### config.mk
export PLATFORM = sky130hd
export DESIGN_NAME = store_lane_gen
export DESIGN_NICKNAME = d
export VERILOG_FILES = /design/src/rtl/slg_pkg.sv /design/src/rtl/slg_ctrl.sv /design/src/rtl/slg_datapath.sv /design/src/rtl/store_lane_gen.sv
export SDC_FILE = /design/constraint.sdc
export NUM_CORES = 1
export LEC_CHECK = 0
export ABC_AREA = 0
export BUFFER_PORTS_ARGS = -buffer_cell sky130_fd_sc_hd__buf_2
export CAP_MARGIN = 20
export CORE_MARGIN = 5
export CORE_UTILIZATION = 25
export CTS_BUF_LIST = sky130_fd_sc_hd__clkbuf_4
export DETAILED_ROUTE_END_ITERATION = 8
export SYNTH_ARGS = -nofsm -noshare
export SYNTH_HDL_FRONTEND = slang
export SYNTH_SLANG_ARGS = --single-unit
export TNS_END_PERCENT = 20
### constraint.sdc
create_clock -name clk -period 3.15 [get_ports clk]
set_input_delay 0.1575 -clock clk [delete_from_list [all_inputs] [get_ports clk]]
set_output_delay 0.1575 -clock clk [all_outputs]
set_load 0.01 [all_outputs]
### src/rtl/slg_pkg.sv
package slg_pkg;

  typedef enum logic [2:0] {
    OP_BYTE  = 3'd0,
    OP_HALF  = 3'd1,
    OP_WORD  = 3'd2,
    OP_LEFT  = 3'd3,
    OP_RIGHT = 3'd4
  } slg_op_e;

  localparam logic [2:0] OP_LAST = 3'd4;

  // Strobes from control to datapath
  typedef struct packed {
    logic    issue;
    logic    fault;
    slg_op_e kind;
  } slg_ctl_t;

endpackage

### src/rtl/slg_ctrl.sv
module slg_ctrl
  import slg_pkg::*;
#(
  parameter int LANE_BITS = 2
) (
  input  logic                 reqValid,
  input  logic [2:0]           opCode,
  input  logic [LANE_BITS-1:0] addrLow,
  output slg_ctl_t             ctl
);

  logic legalOp;
  logic misaligned;

  always_comb begin
    legalOp = (opCode <= OP_LAST);
    unique case (opCode)
      OP_HALF: misaligned = addrLow[0];
      OP_WORD: misaligned = |addrLow;
      default: misaligned = 1'b0;
    endcase
    ctl.kind  = slg_op_e'(opCode);
    ctl.issue = reqValid && legalOp && !misaligned;
    ctl.fault = reqValid && legalOp && misaligned;
  end

endmodule

### src/rtl/slg_datapath.sv
module slg_datapath
  import slg_pkg::*;
#(
  parameter int DATA_W = 32,
  parameter int ADDR_W = 32,
  parameter int OFF_W  = 16,
  localparam int LANES     = DATA_W / 8,
  localparam int LANE_BITS = $clog2(LANES)
) (
  input  logic                 clk,
  input  logic                 rstN,
  input  logic [OFF_W-1:0]     offset,
  input  logic [ADDR_W-1:0]    baseVal,
  input  logic [DATA_W-1:0]    srcVal,
  input  slg_ctl_t             ctl,
  output logic [LANE_BITS-1:0] addrLow,
  output logic                 wrStrobe,
  output logic [ADDR_W-1:0]    wrAddr,
  output logic [DATA_W-1:0]    wrData,
  output logic [LANES-1:0]     byteEn,
  output logic                 addrErr
);

  localparam logic [LANES-1:0] ALL_EN = '1;
  localparam logic [LANE_BITS-1:0] TOP_LANE = LANE_BITS'(LANES - 1);

  logic [ADDR_W-1:0]    effAddr;
  logic [LANE_BITS-1:0] laneSh;
  logic [LANE_BITS-1:0] halfSh;
  logic [LANES-1:0]     nextEn;
  logic [DATA_W-1:0]    nextData;

  assign effAddr = baseVal + {{(ADDR_W-OFF_W){offset[OFF_W-1]}}, offset};
  assign addrLow = effAddr[LANE_BITS-1:0];
  assign laneSh  = TOP_LANE - addrLow;
  assign halfSh  = laneSh - LANE_BITS'(1);

  always_comb begin
    nextEn   = '0;
    nextData = '0;
    unique case (ctl.kind)
      OP_BYTE: begin
        nextEn   = LANES'(1) << laneSh;
        nextData = DATA_W'(srcVal[7:0]) << {laneSh, 3'b000};
      end
      OP_HALF: begin
        nextEn   = LANES'(3) << halfSh;
        nextData = DATA_W'(srcVal[15:0]) << {halfSh, 3'b000};
      end
      OP_WORD: begin
        nextEn   = ALL_EN;
        nextData = srcVal;
      end
      OP_LEFT: begin
        nextEn   = ALL_EN >> addrLow;
        nextData = srcVal >> {addrLow, 3'b000};
      end
      OP_RIGHT: begin
        nextEn   = ALL_EN << laneSh;
        nextData = srcVal << {laneSh, 3'b000};
      end
      default: begin
        nextEn   = '0;
        nextData = '0;
      end
    endcase
  end

  always_ff @(posedge clk) begin
    if (!rstN) begin
      wrStrobe <= 1'b0;
      addrErr  <= 1'b0;
      byteEn   <= '0;
      wrAddr   <= '0;
    end else begin
      wrStrobe <= ctl.issue;
      addrErr  <= ctl.fault;
      byteEn   <= ctl.issue ? nextEn : '0;
      if (ctl.issue || ctl.fault)
        wrAddr <= {effAddr[ADDR_W-1:LANE_BITS], {LANE_BITS{1'b0}}};
    end
  end

  // Per-lane data registers and the lane mask used by the checks
  logic [DATA_W-1:0] enMask;
  for (genvar g = 0; g < LANES; g++) begin : g_lane
    assign enMask[8*g +: 8] = {8{byteEn[g]}};
    always_ff @(posedge clk) begin
      if (!rstN)
        wrData[8*g +: 8] <= '0;
      else if (ctl.issue)
        wrData[8*g +: 8] <= nextData[8*g +: 8];
    end
  end

  a_r8_err_excludes_strobe: assert property (@(posedge clk) disable iff (!rstN)
    !(wrStrobe && addrErr));

  a_r9_enables_need_strobe: assert property (@(posedge clk) disable iff (!rstN)
    !wrStrobe |-> (byteEn == '0));

  a_r2_addr_aligned: assert property (@(posedge clk) disable iff (!rstN)
    (wrStrobe || addrErr) |-> (wrAddr[LANE_BITS-1:0] == '0));

  a_r10_idle_lanes_zero: assert property (@(posedge clk) disable iff (!rstN)
    wrStrobe |-> ((wrData & ~enMask) == '0));

  a_r3_single_lane: assert property (@(posedge clk) disable iff (!rstN)
    (wrStrobe && $past(ctl.kind == OP_BYTE)) |-> ($countones(byteEn) == 1));

  a_r4_two_lanes: assert property (@(posedge clk) disable iff (!rstN)
    (wrStrobe && $past(ctl.kind == OP_HALF)) |-> ($countones(byteEn) == 2));

endmodule

### src/rtl/store_lane_gen.sv
module store_lane_gen
  import slg_pkg::*;
#(
  parameter int DATA_W = 32,
  parameter int ADDR_W = 32,
  parameter int OFF_W  = 16,
  localparam int LANES     = DATA_W / 8,
  localparam int LANE_BITS = $clog2(LANES)
) (
  input  logic              clk,
  input  logic              rstN,
  input  logic              reqValid,
  input  logic [2:0]        opCode,
  input  logic [OFF_W-1:0]  offset,
  input  logic [ADDR_W-1:0] baseVal,
  input  logic [DATA_W-1:0] srcVal,
  output logic              wrStrobe,
  output logic [ADDR_W-1:0] wrAddr,
  output logic [DATA_W-1:0] wrData,
  output logic [LANES-1:0]  byteEn,
  output logic              addrErr
);

  slg_ctl_t             ctl;
  logic [LANE_BITS-1:0] addrLow;

  slg_ctrl #(.LANE_BITS(LANE_BITS)) u_ctrl (
    .reqValid (reqValid),
    .opCode   (opCode),
    .addrLow  (addrLow),
    .ctl      (ctl)
  );

  slg_datapath #(.DATA_W(DATA_W), .ADDR_W(ADDR_W), .OFF_W(OFF_W)) u_dp (
    .clk      (clk),
    .rstN     (rstN),
    .offset   (offset),
    .baseVal  (baseVal),
    .srcVal   (srcVal),
    .ctl      (ctl),
    .addrLow  (addrLow),
    .wrStrobe (wrStrobe),
    .wrAddr   (wrAddr),
    .wrData   (wrData),
    .byteEn   (byteEn),
    .addrErr  (addrErr)
  );

  a_r9_strobe_after_request: assert property (@(posedge clk) disable iff (!rstN)
    (wrStrobe || addrErr) |-> $past(reqValid && (opCode <= OP_LAST)));

endmodule

* Word-level counts from Yosys, hierarchy flattened
Index checks and enable logic that the tools add are counted.
Word-level totals: logic and storage cells 35, output and inout port bits 70, flip-flop bits (word level) 68, input bits 86
Operators by class: muxes and demuxes 3, add/subtract/negate cells 3, shift-type cells 8, magnitude comparators 1, equality and inequality tests 4, reduce and logical (&&, ||, !) cells 8
Operators by type and width (number):
- $pmux 32 s5 | 1
- $add 32x32->32 | 1
- $shl 16x5->32 | 1
- $shl 32x5->32 | 1
- $shl 8x5->32 | 1
- $shr 32x5->32 | 1
- $pmux 4 s5 | 1
- $eq 3x2->1 const B | 2
- $shl 1x2->4 const A | 1
- $shl 2x2->4 const A | 1
- $shl 4x2->4 const A | 1
- $shr 4x2->4 const A | 1
- $eq 3x1->1 const B | 1
- $eq 3x3->1 const B | 1
- $le 3x3->1 const B | 1
- $logic_and 1x1->1 | 3
- $logic_not 3->1 | 1
- $pmux 1 s2 | 1
- $reduce_and 2->1 | 1
- $reduce_or 2->1 | 1
- $sub 2x1->2 const B | 1
- $sub 2x2->2 const A | 1
- $logic_not 1->1 | 1
- $logic_or 1x1->1 | 1

* Logic depth before layout (Yosys ltp)
Gate-level depths: netlist of run 1.
word-level depth 6, depth in mapped cells 13, gate-level depth less buffers 11

* Hierarchy
Synthesis of run 1 repeated with hierarchy kept, for this count alone.
Second synthesis, totals: cells, all modules 715, area total of the unflattened synthesis 5585.4 µm²
Modules (own cells, without submodules):
- slg_datapath | area each 5505.3 µm², sequential area each 1361.3 µm², cells each 703, times used 1
- slg_ctrl | area each 80.1 µm², sequential area each 0.0 µm², cells each 12, times used 1

* Worst setup path after synthesis of run 1
No wires, ideal clock.
path type input-to-reg, from in offset[0], to reg u_dp.wrData[10], required time 3.064 ns, path buffers 0, cell stages on the path 10, setup time 0.086 ns, data arrival time 2.492 ns, path slack 0.573 ns, cells stage by stage ha_1 > inv_1 > fa_1 > clkinv_1 > ha_1 > nand2_1 > o21a_1 > o21ai_1 > a222oi_1 > a211oi_1
On the way: cells in the longest elaborated chain, start to end 5, elaborated cells on any way between the ends 12, classes of those cells add/sub (3); shift (4); mux (2); reduce/logical (3)
RTL lines:
- start, declared | RTL line store_lane_gen.sv:14 | input logic [OFF_W-1:0] offset,
- $add 32x32->32 (*) | RTL line slg_datapath.sv:33 | assign effAddr = baseVal + {{(ADDR_W-OFF_W){offset[OFF_W-1]}}, offset};
- $sub 2x2->2 or $reduce_or 2->1 (tied branches) | RTL line slg_datapath.sv:35, slg_ctrl.sv:19
- $sub 2x1->2 or $pmux 1 s2 (tied branches) | RTL line slg_datapath.sv:36, slg_ctrl.sv:17
- $shl 16x5->32 or $logic_not 1->1 (tied branches) | RTL line slg_datapath.sv:48, slg_ctrl.sv:23
- $pmux 32 s5 or $logic_and 1x1->1 (tied branches) | RTL line slg_datapath.sv:41, slg_ctrl.sv:23
- end signal, assigned by index | RTL line slg_datapath.sv:92 | wrData[8*g +: 8] <= nextData[8*g +: 8];
- end, declared | RTL line slg_datapath.sv:19 | output logic [DATA_W-1:0] wrData,
Every way passes the cells marked *; elsewhere a longest branch is shown, timed or not. A chain may end at the register's enable or synchronous reset.

* Final worst setup path of run 1
from in offset[0], to reg u_dp.wrData[21]
The elaborated chain is that of the path after synthesis.

==> impl_metrics.env, run 1 <==
export IMPL_numPortBuffers=153
export IMPL_layout_drive_gt1_share=0.2574
export IMPL_h_tree_depth=3
export IMPL_n_fill_cell=2170
export IMPL_cts_root_buf="clkbuf_4"
export IMPL_stdcell_count=1086
export IMPL_postCtsSetupBuffers=0
export IMPL_synthCells=655
export IMPL_cts_buffers_inserted=9
export IMPL_cts_tree="done"
export IMPL_async_reset_ff_frac=0
export IMPL_status="completed"
export IMPL_leakage_nw=2.934
export IMPL_nets=933
export IMPL_start_util=0.2521
export IMPL_chipWidth_um=152.4
export IMPL_viasPerCell=5.302
export IMPL_grt_start_max_net_pins=34
export IMPL_die_y_um=152.4
export IMPL_layout_commonest_cell="buf_2"
export IMPL_core_um2=20100
export IMPL_ioPinCount=156
export IMPL_yosysSeqAreaShare=0.2686
export IMPL_start_kind="primary input"
export IMPL_r2r_slack_ns=2.00
export IMPL_vias=5758
export IMPL_seq_area_um2=1361
export IMPL_place_ws_ns=0.1680
export IMPL_reg2reg_from="u_dp.wrData[21]$_SDFFE_PN0P_"
export IMPL_antenna_found_initial=1
export IMPL_synth_edf_count=0
export IMPL_skew_ns=0
export IMPL_total_power_mw=2.643
export IMPL_synth_area_per_cell_um2=7.738
export IMPL_maxSlewViolCount=0
export IMPL_first_pass_iters=7
export IMPL_route_detailed_drc=0
export IMPL_clk_path_buf_depth=2
export IMPL_clk_latency_ns=0.44
export IMPL_worst_slack_ns=0.3423
export IMPL_synth_area_um2=5069
export IMPL_yosys_register_bits=68
export IMPL_rsz0062_at_grt="false"
export IMPL_hold_viol=0
export IMPL_dp_cells=1064
export IMPL_max_freq_mhz=356.2
export IMPL_grt_pass1_vias=5517
export IMPL_end_kind="flop"
export IMPL_num_antenna_cells=0
export IMPL_maxSlewHeadroom=0.4993
export IMPL_powerDensity_nw_per_um2=411.2
export IMPL_cp_arrival_ns=3.22
export IMPL_final_cell_mix="buf_2 (153), nand2_1 (93), a21oi_1 (80)"
export IMPL_multi_input_area_um2=3518
export IMPL_path_class="primary input to flop"
export IMPL_worstHoldStart="srcVal[18]"
export IMPL_hold_path_class="primary input to flop"
export IMPL_wl_per_cell_um=17.36
export IMPL_fin_setup_tns_ns=0
export IMPL_period_needed_ns=2.808
export IMPL_critical_path_required_ns=3.56
export IMPL_synthFlopType="dfxtp_1"
export IMPL_maxCapViolations=0
export IMPL_clk_pin_slew_worst_paths_ns=0.13
export IMPL_setup_viol=0
export IMPL_grt_util_all_layers=0.1557
export IMPL_cts_sinks=68
export IMPL_grt_pass1_wl_um=29610
export IMPL_fin_crit_sh=0.8913
export IMPL_wl_um=18850
export IMPL_crit_path_start="offset[0]"
export IMPL_gp_congestion=0.8987
export IMPL_synth_distinct_cells=69
export IMPL_cp_max_fo=8
export IMPL_row_count=52
export IMPL_final_core_util=0.3198
export IMPL_irDropWorstVdd_v=0.0001616
export IMPL_die_area_um2=23220
export IMPL_worst_pin_slew_ns=0.7511
export IMPL_syn_to_final_growth_pct=26.83
export IMPL_overflow=0
export IMPL_antenna_left=0
export IMPL_yosysWarnings=0
export IMPL_hpwl_um=14440
export IMPL_drtIter0Drc=483
[state kept, by name, summed over array words and instances (netlist names)]
register and count:
u_dp.byteEn 4, u_dp.wrAddr 30, u_dp.addrErr 1, u_dp.wrStrobe 1, u_dp.wrData 32
[metal layers]
metal  up-vias  part of all wire  wire, um  GRT usage
met3        29              0.10      1888    0.05027
met4         2             0.018       335    0.03682
met5         -           0.00037         7          0
li1       2785                 -         -          -
met2       293              0.46      8587     0.2525
met1      2649              0.43      8033     0.2020
[final cells by class]
type | count | area share
tap | 270 | 0.05255
sequential | 68 | 0.2118
timing repair buffer | 181 | 0.1561
clock buffer | 9 | 0.01051
inverter | 13 | 0.007590
multi-input combinational | 538 | 0.5473
clock inverter | 7 | 0.01421
[final timing paths]
kind | end | cells past startpoint
worst max-delay path | u_dp.wrData[21]$_SDFFE_PN0P_ | 13
worst min-delay path | u_dp.wrData[18]$_SDFFE_PN0P_ | 3
worst min register to register | u_dp.wrAddr[11]$_SDFFE_PN0P_ | 2
worst max register to register | u_dp.wrData[21]$_SDFFE_PN0P_ | 3
[power breakdown]
group          leakage, nW  switching (mW)  internal (mW)
clock               0.0873           0.364          0.319
combinational         2.29           0.579          0.407
sequential           0.559          0.0398          0.934
total                 2.93           0.983           1.66
[cells by family after synthesis]
group / after synthesis / share of synthesized area
AO/OA/AOI/OAI: 236 / 0.3219
XOR/XNOR: 17 / 0.02938
adder cells (fa/ha/maj): 36 / 0.09035
buffers and inverters: 50 / 0.03851
flip-flops: 68 / 0.2686
multiplexers: 10 / 0.03727
other: 1 / 0.0007398
AND/OR/NAND/NOR: 237 / 0.2133
[Yosys cell counts (6+ instances only)]
cell type,instances,share of area
a211oi_1,14,0.021
a21o_1,20,0.030
a21oi_1,80,0.079
a221oi_1,21,0.036
a222oi_1,10,0.020
a22o_1,9,0.016
a22oi_1,7,0.010
a31oi_1,8,0.0099
and2_1,6,0.0074
and3_1,9,0.011
buf_1,6,0.0044
clkbuf_1,29,0.021
dfxtp_1,68,0.27
ha_1,35,0.086
inv_1,9,0.0067
mux4_2,7,0.031
nand2_1,94,0.070
nand3_1,23,0.023
nand4_1,6,0.0074
nor2_1,54,0.040
nor2b_1,8,0.0099
nor3_1,19,0.019
o21a_1,8,0.012
o21ai_0,13,0.013
o21ai_1,8,0.0079
xnor2_1,9,0.016
xor2_1,8,0.014
[per-stage QoR]
| step | hold WS [ns] | instance area [um2] |
|---|---|---|
| finish | 0.04686 | 6429 |
| detailed placement | 0.4447 | 6207 |
| floorplan | 0.2928 | 5072 |
| global route | 0.01399 | 6429 |
| CTS | 0.001145 | 6426 |
| global placement | 0.4371 | 6207 |
[repair_timing]
item	4_1_cts	5_1_grt
setup endpoints to repair	0	1
hold buffers	6	0
endpoints found under the hold margin	5	0
gates resized for setup	0	1
[critical path: stages]
cell and delay [ns]:
buf_2 0.09, ha_1 0.16, inv_1 0.05, fa_1 0.59, clkinv_1 0.12, ha_1 0.34
nor2_1 0.14, and3_1 0.17, a31oi_1 0.04, nor2_1 0.46, a221oi_1 0.18, a21oi_1 0.16
dlygate4sd3_1 0.55
No activity file was read; power rests on OpenSTA's default activity.
==> inputs of run 2 (changes only) <==
--- a/config.mk
+++ b/config.mk
@@ -5,7 +5,7 @@
 export SDC_FILE = /design/constraint.sdc
 export NUM_CORES = 1
 export LEC_CHECK = 0
-export ABC_AREA = 0
+export ABC_AREA = 1
 export BUFFER_PORTS_ARGS = -buffer_cell sky130_fd_sc_hd__buf_2
 export CAP_MARGIN = 20
 export CORE_MARGIN = 5
==> impl_metrics.env, run 2 <==
export IMPL_combPwrFrac=0.411
export IMPL_antenna_found_initial=1
export IMPL_synthCells=1095
export IMPL_hold_viol=0
export IMPL_hold_ws_ns=0.06051
export IMPL_setup_viol=0
export IMPL_path_class="primary input to flop"
export IMPL_period_needed_ns=2.314
export IMPL_row_count=57
export IMPL_route_detailed_drc=0
export IMPL_critical_path_required_ns=3.51
export IMPL_total_power_mw=2.677
export IMPL_cp_arrival_ns=2.68
export IMPL_power_switching_mw=1.121
export IMPL_synth_common_cells="nand2_1 (376), inv_1 (181), nor2_1 (81)"
export IMPL_nets=1362
export IMPL_layout_drive_gt1_share=0.1576
export IMPL_final_core_util=0.3059
export IMPL_wl_um=23000
export IMPL_rsz0062_at_grt="false"
export IMPL_status="completed"
export IMPL_n_fill_cell=2862
export IMPL_yosys_top_cells_area="nand2_1 (23%), dfxtp_1 (22%), inv_1 (11%), ha_1 (7.1%), a21oi_1 (6.5%)"
export IMPL_gp_congestion=0.9127
export IMPL_hpwl_um=18170
export IMPL_core_um2=24390
export IMPL_end_kind="flop"
export IMPL_die_y_um=167.4
export IMPL_maxSlewViolCount=0
export IMPL_synth_area_per_cell_um2=5.655
export IMPL_place_ws_ns=0.3972
export IMPL_grt_pass1_vias=7042
export IMPL_cts_root_buf="clkbuf_4"
export IMPL_async_reset_ff_frac=0
export IMPL_grt_pass1_wl_um=37020
export IMPL_maxCapViolations=0
export IMPL_ioPinCount=156
export IMPL_leakage_nw=4.291
export IMPL_drtIter0Drc=492
export IMPL_synthFlopType="dfxtp_1"
export IMPL_irDropWorstVdd_v=0.0001621
export IMPL_die_area_um2=28020
export IMPL_seq_area_um2=1361
export IMPL_syn_to_final_growth_pct=20.51
export IMPL_largest_register="u_dp.wrData"
export IMPL_final_cell_mix="nand2_1 (376), inv_1 (181), buf_2 (153)"
export IMPL_clk_latency_ns=0.43
export IMPL_clk_pin_slew_worst_paths_ns=0.14
export IMPL_vias=7224
export IMPL_synth_top_cell_by_area="nand2_1"
export IMPL_synth_area_um2=6192
export IMPL_cp_max_fo=11
export IMPL_grt_util_all_layers=0.1623
export IMPL_intPower_mw=1.557
export IMPL_synth_edf_count=0
export IMPL_biggestRegsByFlops="u_dp.wrData: 32 flops, u_dp.wrAddr: 30 flops, u_dp.byteEn: 4 flops"
export IMPL_maxSlewHeadroom=0.5488
export IMPL_largest_reg_flops=32
export IMPL_numPortBuffers=153
export IMPL_worst_slack_ns=0.8364
export IMPL_post_cts_resized=0
export IMPL_chipWidth_um=167.4
export IMPL_clk_path_buf_depth=2
export IMPL_grt_start_max_net_pins=51
export IMPL_hold_path_class="primary input to flop"
export IMPL_synth_distinct_cells=42
export IMPL_antenna_left=0
export IMPL_max_freq_mhz=432.2
export IMPL_wl_per_cell_um=14.66
export IMPL_synth_top_area_frac=0.2279
export IMPL_fin_setup_tns_ns=0
export IMPL_first_pass_iters=6
export IMPL_yosysMostFrequentCell="nand2_1"
export IMPL_yosysWarnings=0
export IMPL_h_tree_depth=3
export IMPL_fin_crit_sh=0.7345
export IMPL_yosys_register_bits=68
export IMPL_skew_ns=0
export IMPL_cts_tree="done"
export IMPL_start_util=0.2539
export IMPL_cts_sinks=68
export IMPL_seq_power_share=0.366
export IMPL_layout_commonest_cell="nand2_1"
export IMPL_yosysSeqAreaShare=0.2198
export IMPL_overflow=0
export IMPL_worst_pin_slew_ns=0.6697
export IMPL_multi_input_area_um2=3953
export IMPL_pwr_share_clk=0.222
export IMPL_sw_frac_of_total=0.4186
export IMPL_viasPerCell=4.604
export IMPL_cts_buffers_inserted=9
export IMPL_start_kind="primary input"
export IMPL_powerDensity_nw_per_um2=358.8
## run 2: cell types whose count changed in the layout (fill, tap and decap cells not counted), moves of 14 or more
| cell | previous run | this run |
|---|---|---|
| o21ai_0 | 13 | 72 |
| nand2_1 | 93 | 376 |
| a211oi_1 | 14 | 0 |
| a21o_1 | 20 | 1 |
| inv_1 | 9 | 181 |
| nor2_1 | 54 | 81 |
| a221oi_1 | 21 | 0 |
| nand3_1 | 23 | 67 |
| buf_4 | 21 | 7 |
## run 2: stage by stage
| stage | cells | instance area (um2) |
|---|---|---|
| global placement | 1545 | 7251 |
| global route | 1569 | 7462 |
| CTS | 1568 | 7460 |
| detailed placement | 1545 | 7251 |
| finish | 1569 | 7462 |
| floorplan | 1096 | 6196 |
## run 2: what timing repair did
item,4_1_cts,5_1_grt
setup buffers,0,0
hold buffers,8,0
hold endpoints to repair,8,0
## run 2: worst max-delay path: stages
cell and delay, ns:
buf_2 0.10, ha_1 0.23, inv_1 0.08, fa_1 0.46
inv_2 0.20, nor2_1 0.09, o21ai_0 0.57, inv_1 0.32
nand2_1 0.11, o21ai_0 0.16, nor2_1 0.14, a21oi_1 0.08
## run 2: worst paths after layout
| check | endpoint | start | cells after the start | slack (ns) |
|---|---|---|---|---|
| max | u_dp.wrData[27]$_SDFFE_PN0P_ | offset[0] | 12 | 0.84 |
| max reg2reg | u_dp.wrData[22]$_SDFFE_PN0P_ | u_dp.wrData[22]$_SDFFE_PN0P_ | 2 | 2.39 |
| min | u_dp.wrData[6]$_SDFFE_PN0P_ | srcVal[6] | 3 | 0.06 |
| min reg2reg | u_dp.wrData[16]$_SDFFE_PN0P_ | u_dp.wrData[16]$_SDFFE_PN0P_ | 2 | 0.51 |
## run 2: kinds of logic (layout without fill, tap and decap cells)
family	count (synthesis)	after routing	share of synthesized area
adder cells (fa/ha/maj)	36	36	0.07395
other	1	3	0.0006056
buffers and inverters	225	373	0.1425
AND/OR/NAND/NOR	549	549	0.3603
XOR/XNOR	13	13	0.01839
flip-flops	68	68	0.2198
AO/OA/AOI/OAI	203	203	0.1845
## run 2: power groups by stage
stage          logic (mW)  registers (mW)  clock network (mW)
4_1_cts              1.10           0.982               0.620
2_1_floorplan       0.687            1.02                   0
3_5_place_dp         1.09            1.00                   0
6_report             1.10           0.981               0.595
3_3_place_gp         1.09            1.00                   0
5_1_grt              1.25           0.991               0.662
## run 2: cell type report
type	count	share of cell area
sequential	68	0.1824
multi-input combinational	803	0.5297
clock inverter	5	0.007210
tap	324	0.05433
clock buffer	10	0.01006
antenna	1	0.0003353
inverter	190	0.09557
timing repair buffer	168	0.1204
## run 2: metal layers
layer	share of wire	global-route usage	vias up	routed length, um
met5	0	0	-	0
met4	0.024	0.05046	0	560
met3	0.063	0.02687	36	1449
met2	0.45	0.2691	225	10400
met1	0.46	0.2162	3205	10590
li1	-	-	3758	-
==> inputs of run 3 (changes only) <==
==> constraint.sdc (replaced) <==
create_clock -name clk -period 1.9 [get_ports clk]
set_input_delay 0.095 -clock clk [delete_from_list [all_inputs] [get_ports clk]]
set_output_delay 0.095 -clock clk [all_outputs]
set_load 0.01 [all_outputs]
==> impl_metrics.env, run 3 (same netlist as run 2, synthesis figures left out) <==
export IMPL_h_tree_depth=3
export IMPL_fin_crit_sh=0.8778
export IMPL_critical_path_required_ns=2.30
export IMPL_final_core_util=0.3282
export IMPL_layout_drive_gt1_share=0.1858
export IMPL_skew_ns=0
export IMPL_syn_to_final_growth_pct=29.26
export IMPL_hold_ws_ns=0.04035
export IMPL_total_power_mw=4.825
export IMPL_vias=7492
export IMPL_nets=1414
export IMPL_first_pass_iters=5
export IMPL_core_um2=24390
export IMPL_maxSlewHeadroom=0.6674
export IMPL_end_kind="flop"
export IMPL_max_freq_mhz=599.6
export IMPL_rsz0062_at_grt="false"
export IMPL_path_cells="buf_2 > ha_4 > inv_2 > fa_1 > inv_2 > ha_4 > inv_1 > nor2_1 > buf_4 > inv_2 > o32ai_2 > a21oi_1 > a21oi_1"
export IMPL_largest_reg_flops=32
export IMPL_cts_sinks=68
export IMPL_antenna_found_initial=0
export IMPL_num_antenna_cells=0
export IMPL_worst_pin_slew_ns=0.4971
export IMPL_wl_um=23530
export IMPL_numPortBuffers=153
export IMPL_gp_congestion=0.9459
export IMPL_cts_tree="done"
export IMPL_final_cell_mix="nand2_1 (376), inv_1 (179), buf_2 (153)"
export IMPL_period_needed_ns=1.668
export IMPL_grt_start_max_net_pins=38
export IMPL_clk_pin_slew_worst_paths_ns=0.14
export IMPL_start_util=0.2539
export IMPL_whs_path_depth=4
export IMPL_powerDensity_nw_per_um2=602.9
export IMPL_crit_slowest_cell="fa_1"
export IMPL_clk_latency_ns=0.46
export IMPL_path_class="primary input to flop"
export IMPL_clk_path_buf_depth=2
export IMPL_stdcell_count=1621
export IMPL_ioPinCount=156
export IMPL_wl_per_cell_um=14.51
export IMPL_fin_setup_tns_ns=0
export IMPL_leakage_nw=4.551
export IMPL_cts_root_buf="clkbuf_4"
export IMPL_largest_register="u_dp.wrData"
export IMPL_hold_viol=0
export IMPL_layout_commonest_cell="nand2_1"
export IMPL_dp_cells=1584
export IMPL_chipWidth_um=167.4
export IMPL_die_area_um2=28020
export IMPL_critPathMaxStageDelay_ns=0.60
export IMPL_maxCapViolations=0
export IMPL_hpwl_um=18540
export IMPL_hold_path_class="primary input to flop"
export IMPL_die_y_um=167.4
export IMPL_viasPerCell=4.622
export IMPL_grt_util_all_layers=0.1657
export IMPL_row_count=57
export IMPL_biggestRegsByFlops="u_dp.wrData: 32 flops, u_dp.wrAddr: 30 flops, u_dp.byteEn: 4 flops"
export IMPL_irDropWorstVdd_v=0.0002909
export IMPL_cp_max_fo=10
export IMPL_setup_viol=0
export IMPL_drtIter0Drc=570
export IMPL_cp_arrival_ns=2.07
export IMPL_overflow=0
export IMPL_grt_pass1_wl_um=37980
export IMPL_status="completed"
export IMPL_maxSlewViolCount=0
export IMPL_cts_buffers_inserted=9
export IMPL_n_fill_cell=2744
export IMPL_route_detailed_drc=0
export IMPL_antenna_left=0
export IMPL_postCtsSetupBuffers=0
export IMPL_grt_pass1_vias=7179
export IMPL_crit_top_cell="inv_2"
export IMPL_start_kind="primary input"
export IMPL_r2r_cells=2
==> run 3: metrics by stage <==
| stage | setup WS [ns] | cell area, um2 |
|---|---|---|
| after floorplan | -0.1552 | 6238 |
| after global placement | -0.2887 | 7626 |
| after detailed placement | -0.3758 | 7626 |
| after CTS | 0.1442 | 8004 |
| after global routing | 0.1116 | 8004 |
| final | 0.2321 | 8004 |
==> run 3: per-layer routing <==
| layer | GRT usage | up-vias | part of all wire |
|---|---|---|---|
| met5 | 0 | - | 0 |
| met3 | 0.03418 | 37 | 0.077 |
| met4 | 0.04305 | 0 | 0.020 |
| li1 | - | 3858 | - |
| met1 | 0.2228 | 3278 | 0.46 |
| met2 | 0.2714 | 319 | 0.45 |
==> run 3: final cells by class <==
class | instances | area [um2] | share of cell area
Clock inverter | 7 | 100.1 | 0.01251
Timing Repair Buffer | 220 | 1371 | 0.1713
Clock buffer | 9 | 67.56 | 0.008441
Multi-Input combinational cell | 803 | 3985 | 0.4979
Inverter | 190 | 713.2 | 0.08910
Sequential cell | 68 | 1361 | 0.1701
Tap cell | 324 | 405.4 | 0.05065
==> run 3: path summary, 6_finish.rpt <==
kind | slack, ns | endpoint | from
worst max-delay path | 0.23 | u_dp.wrData[22]$_SDFFE_PN0P_ | offset[0]
worst min-delay path | 0.04 | u_dp.wrAddr[11]$_SDFFE_PN0P_ | reqValid
worst max register to register | 1.17 | u_dp.wrData[25]$_SDFFE_PN0P_ | u_dp.wrData[25]$_SDFFE_PN0P_
worst min register to register | 0.52 | u_dp.wrAddr[10]$_SDFFE_PN0P_ | u_dp.wrAddr[10]$_SDFFE_PN0P_
==> run 3: worst max-delay path, delay by kind of cell <==
family	cells	cell delay, ns
fa+ha+maj	3	1.03
buf+inv	6	0.53
simple gates	1	0.12
compound gates	3	0.30
==> run 3: power breakdown <==
group | switching, mW | internal (mW) | leakage [nW]
clock network | 0.665 | 0.538 | 0.0788
registers | 0.0750 | 1.55 | 0.561
logic | 1.24 | 0.752 | 3.91
==> run 3: timing repair <==
action,CTS,global route
hold buffers,21,0
setup endpoints to repair,0,2
gates resized for setup,0,1
endpoints found under the hold margin,26,0
